$ cat src/rtl/bcd_adj_pkg.sv
package bcd_adj_pkg;
    typedef enum logic [1:0] {
        OP_ADD_FIX = 2'd0,
        OP_SUB_FIX = 2'd1,
        OP_SPLIT   = 2'd2,
        OP_FOLD    = 2'd3
    } adj_op_e;

    typedef enum logic {
        ST_IDLE = 1'b0,
        ST_RUN  = 1'b1
    } adj_state_e;
endpackage

$ cat src/rtl/bcd_digit_fix.sv
module bcd_digit_fix #(
    parameter int BYTE_W = 8
) (
    input  logic              subtract,
    input  logic              carry_prop,
    input  logic              af_in,
    input  logic [BYTE_W-1:0] lo_in,
    input  logic [BYTE_W-1:0] hi_in,
    output logic [BYTE_W-1:0] lo_out,
    output logic [BYTE_W-1:0] hi_out,
    output logic              fixed
);
    localparam int NIB = 4;
    localparam logic [BYTE_W-1:0] TOP_OK = BYTE_W'((1 << BYTE_W) - 7);
    localparam logic [BYTE_W-1:0] SIX    = BYTE_W'(6);

    logic [NIB-1:0]    nib_fix;
    logic              spill;
    logic [BYTE_W-1:0] hi_step;

    always_comb begin
        fixed   = (lo_in[NIB-1:0] > NIB'(9)) || af_in;
        nib_fix = subtract ? (lo_in[NIB-1:0] - NIB'(6)) : (lo_in[NIB-1:0] + NIB'(6));
        spill   = subtract ? (lo_in < SIX) : (lo_in > TOP_OK);
        hi_step = BYTE_W'(fixed) + BYTE_W'(fixed && carry_prop && spill);
        hi_out  = subtract ? (hi_in - hi_step) : (hi_in + hi_step);
        lo_out  = {{(BYTE_W-NIB){1'b0}}, fixed ? nib_fix : lo_in[NIB-1:0]};
    end
endmodule

$ cat src/rtl/bcd_div_step.sv
module bcd_div_step #(
    parameter int BYTE_W = 8
) (
    input  logic [BYTE_W-1:0] rem_in,
    input  logic [BYTE_W-1:0] quo_in,
    input  logic [BYTE_W-1:0] divisor,
    output logic [BYTE_W-1:0] rem_out,
    output logic [BYTE_W-1:0] quo_out
);
    logic [BYTE_W:0] trial;
    logic [BYTE_W:0] diff;
    logic            fits;

    always_comb begin
        trial   = {rem_in, quo_in[BYTE_W-1]};
        diff    = trial - {1'b0, divisor};
        fits    = !diff[BYTE_W];
        rem_out = fits ? diff[BYTE_W-1:0] : trial[BYTE_W-1:0];
        quo_out = {quo_in[BYTE_W-2:0], fits};
    end
endmodule

$ cat src/rtl/bcd_mul_step.sv
module bcd_mul_step #(
    parameter int BYTE_W = 8
) (
    input  logic [BYTE_W-1:0] sum_in,
    input  logic [BYTE_W-1:0] mcand_in,
    input  logic [BYTE_W-1:0] mplier_in,
    output logic [BYTE_W-1:0] sum_out,
    output logic [BYTE_W-1:0] mcand_out,
    output logic [BYTE_W-1:0] mplier_out
);
    always_comb begin
        sum_out    = mplier_in[0] ? (sum_in + mcand_in) : sum_in;
        mcand_out  = {mcand_in[BYTE_W-2:0], 1'b0};
        mplier_out = {1'b0, mplier_in[BYTE_W-1:1]};
    end
endmodule

$ cat src/rtl/bcd_adjust_unit.sv
module bcd_adjust_unit #(
    parameter int BYTE_W       = 8,
    parameter int DEFAULT_BASE = 10
) (
    input  logic                clk,
    input  logic                rst_n,
    input  logic                start,
    input  logic [1:0]          op_in,
    input  logic                carry_prop,
    input  logic [2*BYTE_W-1:0] acc_in,
    input  logic [BYTE_W-1:0]   base_in,
    input  logic                af_in,
    input  logic                cf_in,
    output logic                busy,
    output logic                done,
    output logic [2*BYTE_W-1:0] acc_out,
    output logic                af_out,
    output logic                cf_out,
    output logic                sf_out,
    output logic                zf_out,
    output logic                pf_out
);
    import bcd_adj_pkg::*;

    localparam int STEPS = BYTE_W;
    localparam int CNT_W = $clog2(STEPS);
    localparam logic [CNT_W-1:0] LAST_STEP = CNT_W'(STEPS - 1);

    adj_state_e        state, state_nx;
    adj_op_e           op_sel, op_q;
    logic [CNT_W-1:0]  step_cnt;
    logic [BYTE_W-1:0] reg_a, reg_b, reg_c;
    logic [BYTE_W-1:0] base_eff;
    logic [BYTE_W-1:0] lo_in, hi_in;
    logic              take;
    logic              last;

    logic [BYTE_W-1:0] fix_lo, fix_hi;
    logic              fix_hit;
    logic [BYTE_W-1:0] div_rem, div_quo;
    logic [BYTE_W-1:0] mul_sum, mul_mcand, mul_mplier;
    logic [BYTE_W-1:0] res_lo;

    assign lo_in    = acc_in[BYTE_W-1:0];
    assign hi_in    = acc_in[2*BYTE_W-1:BYTE_W];
    assign op_sel   = adj_op_e'(op_in);
    assign base_eff = (base_in == '0) ? BYTE_W'(DEFAULT_BASE) : base_in;
    assign take     = start && (state == ST_IDLE);
    assign last     = (state == ST_RUN) && (step_cnt == LAST_STEP);
    assign res_lo   = (op_q == OP_SPLIT) ? div_rem : mul_sum;

    bcd_digit_fix #(.BYTE_W(BYTE_W)) u_fix (
        .subtract  (op_sel == OP_SUB_FIX),
        .carry_prop(carry_prop),
        .af_in     (af_in),
        .lo_in     (lo_in),
        .hi_in     (hi_in),
        .lo_out    (fix_lo),
        .hi_out    (fix_hi),
        .fixed     (fix_hit)
    );

    bcd_div_step #(.BYTE_W(BYTE_W)) u_div (
        .rem_in (reg_b),
        .quo_in (reg_a),
        .divisor(reg_c),
        .rem_out(div_rem),
        .quo_out(div_quo)
    );

    bcd_mul_step #(.BYTE_W(BYTE_W)) u_mul (
        .sum_in    (reg_a),
        .mcand_in  (reg_b),
        .mplier_in (reg_c),
        .sum_out   (mul_sum),
        .mcand_out (mul_mcand),
        .mplier_out(mul_mplier)
    );

    // next state and status outputs
    always_comb begin
        state_nx = state;
        unique case (state)
            ST_IDLE: if (take && (op_sel == OP_SPLIT || op_sel == OP_FOLD)) state_nx = ST_RUN;
            ST_RUN:  if (last) state_nx = ST_IDLE;
            default: state_nx = ST_IDLE;
        endcase
        busy = (state == ST_RUN);
    end

    // state register
    always_ff @(posedge clk or negedge rst_n) begin
        if (!rst_n) state <= ST_IDLE;
        else        state <= state_nx;
    end

    // datapath and result registers
    always_ff @(posedge clk or negedge rst_n) begin
        if (!rst_n) begin
            op_q     <= OP_ADD_FIX;
            step_cnt <= '0;
            reg_a    <= '0;
            reg_b    <= '0;
            reg_c    <= '0;
            acc_out  <= '0;
            done     <= 1'b0;
            af_out   <= 1'b0;
            cf_out   <= 1'b0;
            sf_out   <= 1'b0;
            zf_out   <= 1'b0;
            pf_out   <= 1'b0;
        end else begin
            done <= 1'b0;
            unique case (state)
                ST_IDLE: begin
                    if (take) begin
                        op_q     <= op_sel;
                        step_cnt <= '0;
                        reg_a    <= lo_in;
                        reg_b    <= (op_sel == OP_FOLD) ? hi_in : '0;
                        reg_c    <= base_eff;
                        if (op_sel == OP_ADD_FIX || op_sel == OP_SUB_FIX) begin
                            acc_out <= {fix_hi, fix_lo};
                            af_out  <= fix_hit;
                            cf_out  <= fix_hit;
                            done    <= 1'b1;
                        end
                    end
                end
                ST_RUN: begin
                    step_cnt <= step_cnt + 1'b1;
                    if (op_q == OP_SPLIT) begin
                        reg_a <= div_quo;
                        reg_b <= div_rem;
                    end else begin
                        reg_a <= mul_sum;
                        reg_b <= mul_mcand;
                        reg_c <= mul_mplier;
                    end
                    if (last) begin
                        acc_out <= (op_q == OP_SPLIT) ? {div_quo, div_rem} : {{BYTE_W{1'b0}}, mul_sum};
                        sf_out  <= res_lo[BYTE_W-1];
                        zf_out  <= (res_lo == '0);
                        pf_out  <= ~^res_lo;
                        done    <= 1'b1;
                    end
                end
                default: ;
            endcase
        end
    end

    logic unused_cf;
    assign unused_cf = cf_in;
endmodule

$ cat config.mk
export PLATFORM = sky130hd
export DESIGN_NAME = bcd_adjust_unit
export DESIGN_NICKNAME = d
export VERILOG_FILES = /design/src/rtl/bcd_adj_pkg.sv /design/src/rtl/bcd_digit_fix.sv /design/src/rtl/bcd_div_step.sv /design/src/rtl/bcd_mul_step.sv /design/src/rtl/bcd_adjust_unit.sv
export SDC_FILE = /design/constraint.sdc
export NUM_CORES = 1
export LEC_CHECK = 0
export BUFFER_PORTS_ARGS = -buffer_cell sky130_fd_sc_hd__buf_2
export CORE_ASPECT_RATIO = 0.5
export CORE_MARGIN = 5
export CORE_UTILIZATION = 30
export CTS_BUF_LIST = sky130_fd_sc_hd__clkbuf_16
export CTS_CLUSTER_DIAMETER = 80
export DETAILED_ROUTE_END_ITERATION = 10
export PLACE_DENSITY = 0.58
export RECOVER_POWER = 25
export SLEW_MARGIN = 0
export SYNTH_ARGS = -nofsm -noshare
export SYNTH_HDL_FRONTEND = slang
export SYNTH_SLANG_ARGS = --single-unit
$ cat constraint.sdc
create_clock -name clk -period 4.4 [get_ports clk]
set_clock_uncertainty 0.05 [all_clocks]
set_input_delay 0.22 -clock clk [delete_from_list [all_inputs] [get_ports clk]]
set_output_delay 0.22 -clock clk [all_outputs]
set_load 0.05 [all_outputs]
==> flow_metrics.py, run 1 <==
metrics = {
    "status": {
        "outcome": "complete, but fails checks",
        "violations": "max-capacitance violations, max-slew violations",
    },
    "global_route": {
        "grt_max_degree": 52,
        "grt_usage": 0.146,
        "grt_pass1_wl_um": 18900,
        "grt_pass1_vias": 3582,
        "antenna_found_initial": 0,
        "grt_overflow_total": 0,
    },
    "power": {
        "peakVddDrop_uv": 241,
        "p_seq_frac": 0.225,
        "p_sw_frac": 0.515,
        "power.density_nw_per_um2": 851,
        "p_int_mw": 1.89,
        "p_sw_mw": 2.01,
        "pwr-share-clk": 0.095,
        "p_comb_frac": 0.679,
        "p_leak_nw": 2.17,
    },
    "clock_tree": {
        "cts.path.max_buffers": 2,
        "cts_buffers": 5,
        "clock_latency_ns": 0.29,
        "cts_hold_buffers": 0,
        "root_buffer": "clkbuf_16",
        "htreeDepth": 2,
        "cts_resized": 0,
        "path_clk_slew_ns": 0.07,
        "post_cts_buffers": 0,
        "cts.sinks": 51,
        "tritoncts": "yes",
    },
    "hold_path": {
        "hold_class": "in -> reg",
        "worstHoldStart": "op_in[0]",
    },
    "floorplanning": {
        "die_height_um": 91.6,
        "rows": 29,
        "io_pins": 55,
        "die_area_um2": 15900,
        "start_util": 0.311,
        "coreArea_um2": 12800,
        "fp.dieW_um": 173,
    },
    "cells_and_area": {
        "fin_area_um2": 4580,
        "nNetsFinal": 593,
        "drive_above_1_share": 0.147,
        "antenna_cells": 0,
        "syn_to_final_growth_pct": 14.7,
        "fillers": 1377,
    },
    "job": {
        "drv_cap": 1,
    },
    "synthesis": {
        "yosys_register_bits": 51,
        "seq_area_frac_synth": 0.320,
        "synth_warnings": 0,
        "syn_area_um2": 3990,
        "synth_top_area_share": 0.320,
        "synthDistinctLibCells": 55,
        "synth_edf_count": 0,
        "synthArstFlopShare": 1.00,
        "syn_nets": 545,
        "synthTopCellsByArea": "dfrtp_1, ha_1, mux2i_1, nand2_1, o21ai_0",
        "ys.flop_type": "dfrtp_1",
        "netlist.top_cell.by_area": "dfrtp_1",
        "syn_area_per_cell_um2": 8.35,
        "synthCells": 478,
    },
    "drt": {
        "vias": 3666,
        "route.detailed.vias_per_inst": 5.27,
        "first_pass_iters": 5,
        "wl_per_cell_um": 16.7,
        "drtAntennaViolNets": 0,
        "drc": 0,
        "dr.first_iter.drc_count": 285,
        "wirelength_um": 11600,
    },
    "placed_design": {
        "hpwl_um": 8980,
        "placed_area_um2": 4450,
        "io_buffers": 53,
        "gp_routability_congestion": 0.873,
    },
    "timing": {
        "clock.fmax_mhz": 263,
        "tightestPinTransition_ns": 2.95,
        "setup_violations": 0,
        "final-max-slew-violation-count": 52,
        "timing.slew.headroom": -0.967,
        "fin_crit_ns": 3.81,
        "fin_crit_sh": 0.865,
        "rsz0062_at_grt": "false",
        "hold_viol_final": 0,
        "setup_tns_ns": 0,
    },
    "worst_setup_path": {
        "end_kind": "register",
        "cp-startpoint": "reg_a[7]",
        "required_ns": 4.51,
        "crit_type": "reg -> reg",
        "critPathMaxFanout": 7,
        "r2r_slack_ns": 0.59,
        "worstReg2RegStart": "reg_a[7]",
        "r2r-end": "pf_out",
        "arrival_ns": 3.92,
        "cp-start-kind": "register",
        "ff2ff_path_depth": 14,
        "worstSetupEndpoint": "pf_out",
    },
}
## power by group through the flow
stage	clock network (mW)	logic (mW)	registers [mW]
2_1_floorplan	0	1.74	1.13
3_3_place_gp	0	2.60	0.881
3_5_place_dp	0	2.64	0.885
4_1_cts	0.379	2.65	0.878
5_1_grt	0.398	2.93	0.908
6_report	0.372	2.65	0.878
## worst min path at each step
stage	endpoint	slack [ns]	cells after the start
after CTS	step_cnt[1]	0.04	2
after global routing	op_q[0]	0.11	3
after detailed placement	step_cnt[1]	0.36	2
after floorplan	acc_out[0]	-0.13	0
after global placement	step_cnt[1]	0.34	2
final	op_q[0]	0.10	3
## layout make-up
cell class | count | area, um^2 | share of cell area
Multi-Input combinational cell | 378 | 2520 | 0.550
Clock buffer | 5 | 125 | 0.0273
Sequential cell | 51 | 1280 | 0.279
Inverter | 26 | 97.6 | 0.0213
Clock inverter | 1 | 3.75 | 0.000820
Timing Repair Buffer | 64 | 344 | 0.0752
Tap cell | 170 | 213 | 0.0465
## sequential cells by signal (all words and copies together) (netlist names)
signal	count
reg_a	8
done	1
acc_out	16
busy	1
reg_c	8
reg_b	8
step_cnt	3
sf_out	1
zf_out	1
cf_out	1
pf_out	1
op_q	2
## worst max-delay path: stages, from the launching register on
cell	delay, ns
dfrtp_1	0.37
inv_1	0.08
ha_1	0.23
fa_1	0.41
nand2b_1	0.24
a211oi_4	0.28
mux2i_1	0.15
nor3_2	0.53
buf_4	0.25
nor3_1	0.05
a211o_1	0.34
ha_1	0.30
xor2_1	0.19
xnor2_1	0.13
o21ai_0	0.08
## placed cells by master, fill, tap and decap left out, types with 2 or more instances in the layout
cell       netlist  final
a211o_1          2      2
a211oi_1         4      4
a21boi_0         2      2
a21o_1           5      5
a21oi_1         34     34
a22o_1           2      2
a22oi_1          7      7
a31oi_1         13     13
a32oi_1          2      2
and3_1           4      4
buf_2            1     53
buf_4            1     10
clkbuf_16        0      5
dfrtp_1         51     51
fa_1             4      4
ha_1            31     31
inv_1           26     27
mux2_2           3      3
mux2i_1         26     26
nand2_1         61     61
nand2b_1        10     10
nand3_1         11     11
nand4_1          3      3
nor2_1          40     40
nor2b_1         10     10
nor3_1           5      5
nor4_1           4      4
o211a_1          4      4
o211ai_1         6      6
o21a_1           3      3
o21ai_0         40     40
o22ai_1          4      4
o31ai_1          3      3
or3_1            2      2
xnor2_1         11     11
xor2_1           5      5
## stage by stage
stage / util / hold slack [ns] / power (mW) / worst slack (ns) / std cells
after floorplan: - / -0.126 / 2.87 / 1.24 / 478
after global placement: 0.347 / 0.345 / 3.48 / 0.698 / 689
after detailed placement: 0.347 / 0.357 / 3.52 / 0.682 / 689
after CTS: 0.357 / 0.0426 / 3.91 / 0.635 / 695
after global routing: 0.356 / 0.114 / 4.24 / 0.392 / 695
final: 0.356 / 0.101 / 3.90 / 0.592 / 695
## layer usage
layer,global-route usage,routed length (um)
met1,0.205,5720
met2,0.236,5130
met5,0,0
met4,0.0338,144
met3,0.0228,608
## cell families after synthesis
logic type | after synthesis | synth area share
compound gates | 142 | 0.227
xor+xnor | 16 | 0.0351
buf+inv | 49 | 0.0492
mux | 29 | 0.0737
flops | 51 | 0.320
fa+ha+maj | 35 | 0.117
simple gates | 156 | 0.178
## Yosys cell counts, types with 2 or more instances
| library cell | count |
|---|---|
| clkbuf_1 | 18 |
| nor2b_1 | 10 |
| a22o_1 | 2 |
| nand2b_1 | 10 |
| a211oi_1 | 4 |
| buf_1 | 2 |
| o211ai_1 | 6 |
| o211a_1 | 4 |
| a21oi_1 | 34 |
| a21boi_0 | 2 |
| fa_1 | 4 |
| o21a_1 | 3 |
| o22ai_1 | 4 |
| a21o_1 | 5 |
| a211o_1 | 2 |
| nor3_1 | 5 |
| nand2_1 | 61 |
| and3_1 | 4 |
| nor4_1 | 4 |
| nand4_1 | 3 |
| or3_1 | 2 |
| a22oi_1 | 7 |
| mux2i_1 | 26 |
| a31oi_1 | 13 |
| nand3_1 | 11 |
| o21ai_0 | 40 |
| o31ai_1 | 3 |
| xnor2_1 | 11 |
| nor2_1 | 40 |
| inv_1 | 26 |
| ha_1 | 31 |
| dfrtp_1 | 51 |
| xor2_1 | 5 |
| mux2_2 | 3 |
| a32oi_1 | 2 |
No activity file was read; power rests on OpenSTA's default activity.
==> run 2: changes to the inputs <==
Settings changed: REMOVE_ABC_BUFFERS set to 1.
==> run 2 against run 1 <==
  * The flow still finishes with violations (max-capacitance violations, max-slew violations)
  * Wire length about the same
  * Largest power group unchanged
  * Sequential power increased by 1%
  * Flip-flop and latch count unchanged
  * Clock power increased by 13%
  * Non-clock buffer count decreased by 4
  * Combinational power decreased by 2%
  * Critical path depth unchanged
  * Register-to-register slack improved by 0.14 ns
  * Hold slack got worse by 0.0029 ns
==> flow_metrics.py, run 2 (same netlist as run 1, synthesis figures left out) <==
metrics = {
    "status": {
        "outcome": "complete, but fails checks",
        "violations": "max-capacitance violations, max-slew violations",
    },
    "job": {
        "drv_cap": 1,
    },
    "worst_setup_path": {
        "crit_chain": "inv_1 -> ha_1 -> fa_1 -> nand2b_1 -> a211oi_4 -> mux2i_1 -> nor3_2 -> buf_4 -> mux2_2 -> o21ai_0 -> ha_1 -> xor2_1 -> xnor2_1 -> o21ai_0",
        "end_kind": "register",
        "cp.depth": 14,
        "required_ns": 4.53,
        "ff2ff_path_depth": 14,
        "critPathMaxFanout": 11,
        "crit_buf_inv": 2,
        "crit_type": "reg -> reg",
        "critPathMaxStageDelay_ns": 0.41,
        "arrival_ns": 3.79,
        "cp-start-kind": "register",
        "crit_slowest_cell": "fa_1",
        "critPathTopFamily": "adder cells",
    },
    "drt": {
        "route.detailed.vias_per_inst": 5.31,
        "drtAntennaViolNets": 0,
        "vias": 3680,
        "dr.first_iter.drc_count": 259,
        "drc": 0,
        "first_pass_iters": 5,
        "wirelength_um": 11600,
        "wl_per_cell_um": 16.7,
    },
    "cells_and_area": {
        "drive_above_1_share": 0.145,
        "fillers": 1358,
        "largest_reg_flops": 16,
        "layout_commonest_cell": "nand2_1",
        "antenna_cells": 0,
        "nNetsFinal": 589,
        "utilization": 0.356,
        "fin_area_um2": 4570,
        "final-instance-count-excl-fill": 693,
        "regMostFlops": "acc_out",
        "syn_to_final_growth_pct": 14.5,
        "mostFrequentLayoutCells": "nand2_1, buf_2, dfrtp_1, nor2_1, o21ai_0",
    },
    "clock_tree": {
        "cts.sinks": 51,
        "clock_latency_ns": 0.31,
        "path_clk_slew_ns": 0.08,
        "root_buffer": "clkbuf_16",
        "cts.path.max_buffers": 2,
        "tritoncts": "yes",
        "post_cts_buffers": 0,
        "cts_resized": 0,
        "cts_buffers": 5,
        "cts_hold_buffers": 0,
        "htreeDepth": 2,
    },
    "power": {
        "p_sw_mw": 2.04,
        "p_leak_nw": 2.16,
        "peakVddDrop_uv": 212,
        "p_seq_frac": 0.227,
        "pwr-share-clk": 0.107,
        "p_sw_frac": 0.520,
        "p_int_mw": 1.88,
        "power.density_nw_per_um2": 857,
        "p_comb_frac": 0.665,
    },
    "timing": {
        "hold_viol_final": 0,
        "rsz0062_at_grt": "false",
        "setup_violations": 0,
        "clock.fmax_mhz": 273,
        "setup_tns_ns": 0,
        "timing.slew.headroom": -0.962,
        "fin_crit_ns": 3.67,
        "fin_crit_sh": 0.834,
        "tightestPinTransition_ns": 2.94,
        "final-max-slew-violation-count": 52,
    },
    "floorplanning": {
        "rows": 29,
        "fp.dieW_um": 173,
        "die_height_um": 91.6,
        "die_area_um2": 15900,
        "coreArea_um2": 12800,
        "start_util": 0.311,
        "io_pins": 55,
    },
    "global_route": {
        "grt_pass1_wl_um": 18800,
        "grt_max_degree": 52,
        "antenna_found_initial": 0,
        "grt_pass1_vias": 3508,
        "grt_usage": 0.146,
        "grt_overflow_total": 0,
    },
    "placed_design": {
        "io_buffers": 53,
        "gp_routability_congestion": 0.883,
        "hpwl_um": 8740,
        "placed_area_um2": 4420,
        "placed_cells": 685,
    },
    "hold_path": {
        "whs_path_depth": 3,
        "hold_class": "in -> reg",
    },
}
-- run 2: cell types whose count changed in the layout (fill, tap and decap cells not counted), sizes merged --
| cell | previous run | this run |
|---|---|---|
| clkinvlp | 0 | 1 |
| buf | 63 | 59 |
| inv | 27 | 28 |
-- run 2: final timing paths --
path                                from           to  slack, ns
worst min-delay path            op_in[0]      op_q[0]        0.1
min in group asynchronous          rst_n  acc_out[10]       0.91
max in group asynchronous          rst_n     reg_b[7]       1.72
worst min register to register    sf_out       sf_out       0.43
worst max-delay path            reg_a[7]       pf_out       0.73
worst max register to register  reg_a[7]       pf_out       0.73
-- run 2: cell type report --
class | count | area [um^2] | area share
Clock buffer | 5 | 125 | 0.0274
Clock inverter | 3 | 25.0 | 0.00548
Inverter | 26 | 97.6 | 0.0214
Multi-Input combinational cell | 378 | 2520 | 0.551
Sequential cell | 51 | 1280 | 0.279
Tap cell | 170 | 213 | 0.0465
Timing Repair Buffer | 60 | 314 | 0.0687
-- run 2: worst min-delay path: cells and delay by family --
family / cells / cell delay (ns)
buffers and inverters: 1 / 0.10
and+or+nand+nor: 2 / 0.10
-- run 2: power by group through the flow --
stage	logic, mW	clock network [mW]	registers (mW)
after global placement	2.58	0	0.891
after global routing	2.89	0.446	0.923
after detailed placement	2.61	0	0.896
after floorplan	1.61	0	1.19
final	2.61	0.420	0.891
after CTS	2.62	0.431	0.888
-- run 2: routing by layer --
layer / part of all wire / GRT usage
met5: 0 / 0
met1: 0.49 / 0.204
met2: 0.45 / 0.235
met3: 0.054 / 0.0261
met4: 0.0097 / 0.0358
-- run 2: per-stage QoR --
step                      hold slack (ns)  power (mW)  setup slack [ns]
final                              0.0978        3.92             0.732
after global routing                0.109        4.26             0.457
after CTS                          0.0240        3.94             0.675
after detailed placement            0.355        3.50             0.698
after global placement              0.344        3.47             0.762
after floorplan                    -0.126        2.80             0.764
==> run 3: changes to the inputs <==
Clock period 4.4 ns to 3.5 ns, I/O delays scaled along.
==> run 3 against run 2 <==
  * The flow now finishes without violations
  * Core utilization rose by 1.0 points
  * Total power rose by 33%
  * First-iteration DRC count fell by 10%
  * Maximum frequency rose by 9.7%
  * Hold slack got worse by 0.058 ns
  * Non-clock buffer count rose by 17
  * Via count rose by 0.57%
  * Critical path depth did not move
  * Count of clock-buffer cells in the layout did not move
  * Largest cell class unchanged
==> flow_metrics.py, run 3 (same netlist as run 1, synthesis figures left out) <==
metrics = {
    "status": {
        "outcome": "complete, no violations",
    },
    "global_route": {
        "grt_busiest_layer": "met2",
        "grt_pass1_vias": 3679,
        "antenna_found_initial": 0,
        "grt_usage": 0.153,
        "grt_overflow_total": 0,
        "grt_max_degree": 52,
        "grt_pass1_wl_um": 19600,
        "gr-usage-met3": 0.0307,
        "globalRouteMet1Util": 0.208,
        "met2_usage": 0.248,
    },
    "timing": {
        "clock.fmax_mhz": 299,
        "tightestPinTransition_ns": 1.33,
        "fin_crit_sh": 0.956,
        "hold_viol_final": 0,
        "whs_ns": 0.0396,
        "setup_violations": 0,
        "fin_crit_ns": 3.34,
        "final-max-slew-violation-count": 0,
        "setup_slack_ns": 0.155,
        "timing.slew.headroom": 0.110,
        "setup_tns_ns": 0,
    },
    "floorplanning": {
        "start_util": 0.311,
        "io_pins": 55,
        "die_area_um2": 15900,
        "coreArea_um2": 12800,
        "fp.dieW_um": 173,
        "rows": 29,
        "die_height_um": 91.6,
    },
    "cells_and_area": {
        "syn_to_final_growth_pct": 17.8,
        "utilization": 0.366,
        "drive_above_1_share": 0.146,
        "final-instance-count-excl-fill": 710,
        "antenna_cells": 0,
        "nNetsFinal": 606,
        "largest_reg_flops": 16,
        "regMostFlops": "acc_out",
        "layout_commonest_cell": "nand2_1",
        "mostFrequentLayoutCells": "nand2_1, dfrtp_1, nor2_1, o21ai_0, a21oi_1",
    },
    "clock_tree": {
        "clock_latency_ns": 0.30,
        "tritoncts": "yes",
        "root_buffer": "clkbuf_16",
        "path_clk_slew_ns": 0.08,
        "cts_buffers": 5,
        "htreeDepth": 2,
        "cts.sinks": 51,
        "cts.path.max_buffers": 2,
    },
    "worst_setup_path": {
        "crit_slowest_cell": "dfrtp_1",
        "crit_chain": "inv_1 -> ha_1 -> fa_2 -> nand2b_4 -> a211oi_4 -> mux2i_2 -> nor3_2 -> buf_4 -> mux2i_2 -> o21ai_0 -> ha_1 -> xnor2_2 -> xnor2_1 -> o21ai_0",
        "end_kind": "register",
        "worstReg2RegStart": "reg_a[7]",
        "r2r-end": "pf_out",
        "cp-start-kind": "register",
        "crit_type": "reg -> reg",
        "critPathMaxFanout": 4,
        "required_ns": 3.61,
        "ff2ff_path_depth": 14,
        "r2r_slack_ns": 0.16,
        "critPathMaxStageDelay_ns": 0.35,
        "arrival_ns": 3.46,
    },
    "hold_path": {
        "worstHoldStart": "op_in[0]",
        "hold_path_end": "op_q[0]",
        "hold_class": "in -> reg",
        "whs_path_depth": 3,
    },
    "drt": {
        "drc": 0,
        "dr.first_iter.drc_count": 233,
        "wirelength_um": 12100,
        "first_pass_iters": 4,
        "drtAntennaViolNets": 0,
        "vias": 3701,
        "route.detailed.vias_per_inst": 5.21,
        "wl_per_cell_um": 17.0,
    },
    "power": {
        "peakVddDrop_uv": 328,
        "p_leak_nw": 2.19,
        "p_sw_frac": 0.510,
        "p_seq_frac": 0.208,
        "pwr-share-clk": 0.099,
        "p_sw_mw": 2.65,
        "p_comb_frac": 0.693,
        "p_int_mw": 2.55,
        "power.density_nw_per_um2": 1110,
    },
    "placed_design": {
        "placed_cells": 699,
        "place_ws_ns": 0.0380,
        "io_buffers": 53,
        "hpwl_um": 9050,
        "gp_routability_congestion": 0.840,
    },
    "job": {
        "drv_cap": 0,
    },
}
## run 3: cell count changes in the layout (fill, tap and decap cells not counted), moves of 4 or more
cell | before | now
buf_2 | 53 | 33
clkbuf_1 | 1 | 21
buf_4 | 6 | 21
mux2i_1 | 26 | 22
mux2i_2 | 0 | 4
## run 3: metrics by stage
stage	area, um^2	total power, mW
3_5_place_dp	4530	4.54
3_3_place_gp	4530	4.48
4_1_cts	4690	5.08
5_1_grt	4700	5.63
2_1_floorplan	3890	3.53
6_report	4700	5.20
## run 3: power groups by stage
stage / logic (mW) / clock network, mW / registers [mW]
floorplan: 2.02 / 0 / 1.50
global placement: 3.40 / 0 / 1.08
detailed placement: 3.45 / 0 / 1.09
CTS: 3.47 / 0.528 / 1.08
global route: 3.96 / 0.547 / 1.12
finish: 3.61 / 0.513 / 1.08
## run 3: layer usage
layer | part of all wire | wire, um
met2 | 0.46 | 5570
met3 | 0.055 | 661
met5 | 0 | 0
met1 | 0.47 | 5690
met4 | 0.014 | 170
## run 3: critical path: cells and delay by family (launching register included)
kind | cells | cell delay, ns
adder cells (fa/ha/maj) | 3 | 0.91
AND/OR/NAND/NOR | 2 | 0.45
multiplexers | 2 | 0.35
flip-flops | 1 | 0.35
AO/OA/AOI/OAI | 3 | 0.48
XOR/XNOR | 2 | 0.35
buffers and inverters | 2 | 0.27
## run 3: layout make-up
| type | count | area, um^2 |
|---|---|---|
| clock buffers | 5 | 125 |
| clock inverters | 3 | 22.5 |
| fillers | 1361 | 8140 |
| inverters | 26 | 97.6 |
| multi-input cells | 378 | 2550 |
| flip-flops and latches | 51 | 1280 |
| well taps | 170 | 213 |
| repair buffers | 77 | 417 |
## run 3: how the worst max path moves through the flow
| stage | from | to | slack [ns] | cells past startpoint |
|---|---|---|---|---|
| after detailed placement | reg_a[7] | pf_out | 0.04 | 14 |
| after global routing | reg_a[7] | pf_out | -0.005 | 14 |
| after CTS | reg_a[7] | pf_out | 0.02 | 14 |
| final | reg_a[7] | pf_out | 0.16 | 14 |
| after global placement | reg_a[7] | pf_out | 0.07 | 14 |
| after floorplan | reg_c[0] | pf_out | -0.14 | 12 |
## run 3: repair_timing
item | in CTS | in global routing
hold buffers | 1 | 0
resized for setup | 0 | 8
endpoints found under the hold margin | 45 | 0
setup buffers | 0 | 2
endpoints found under the setup margin | 0 | 1
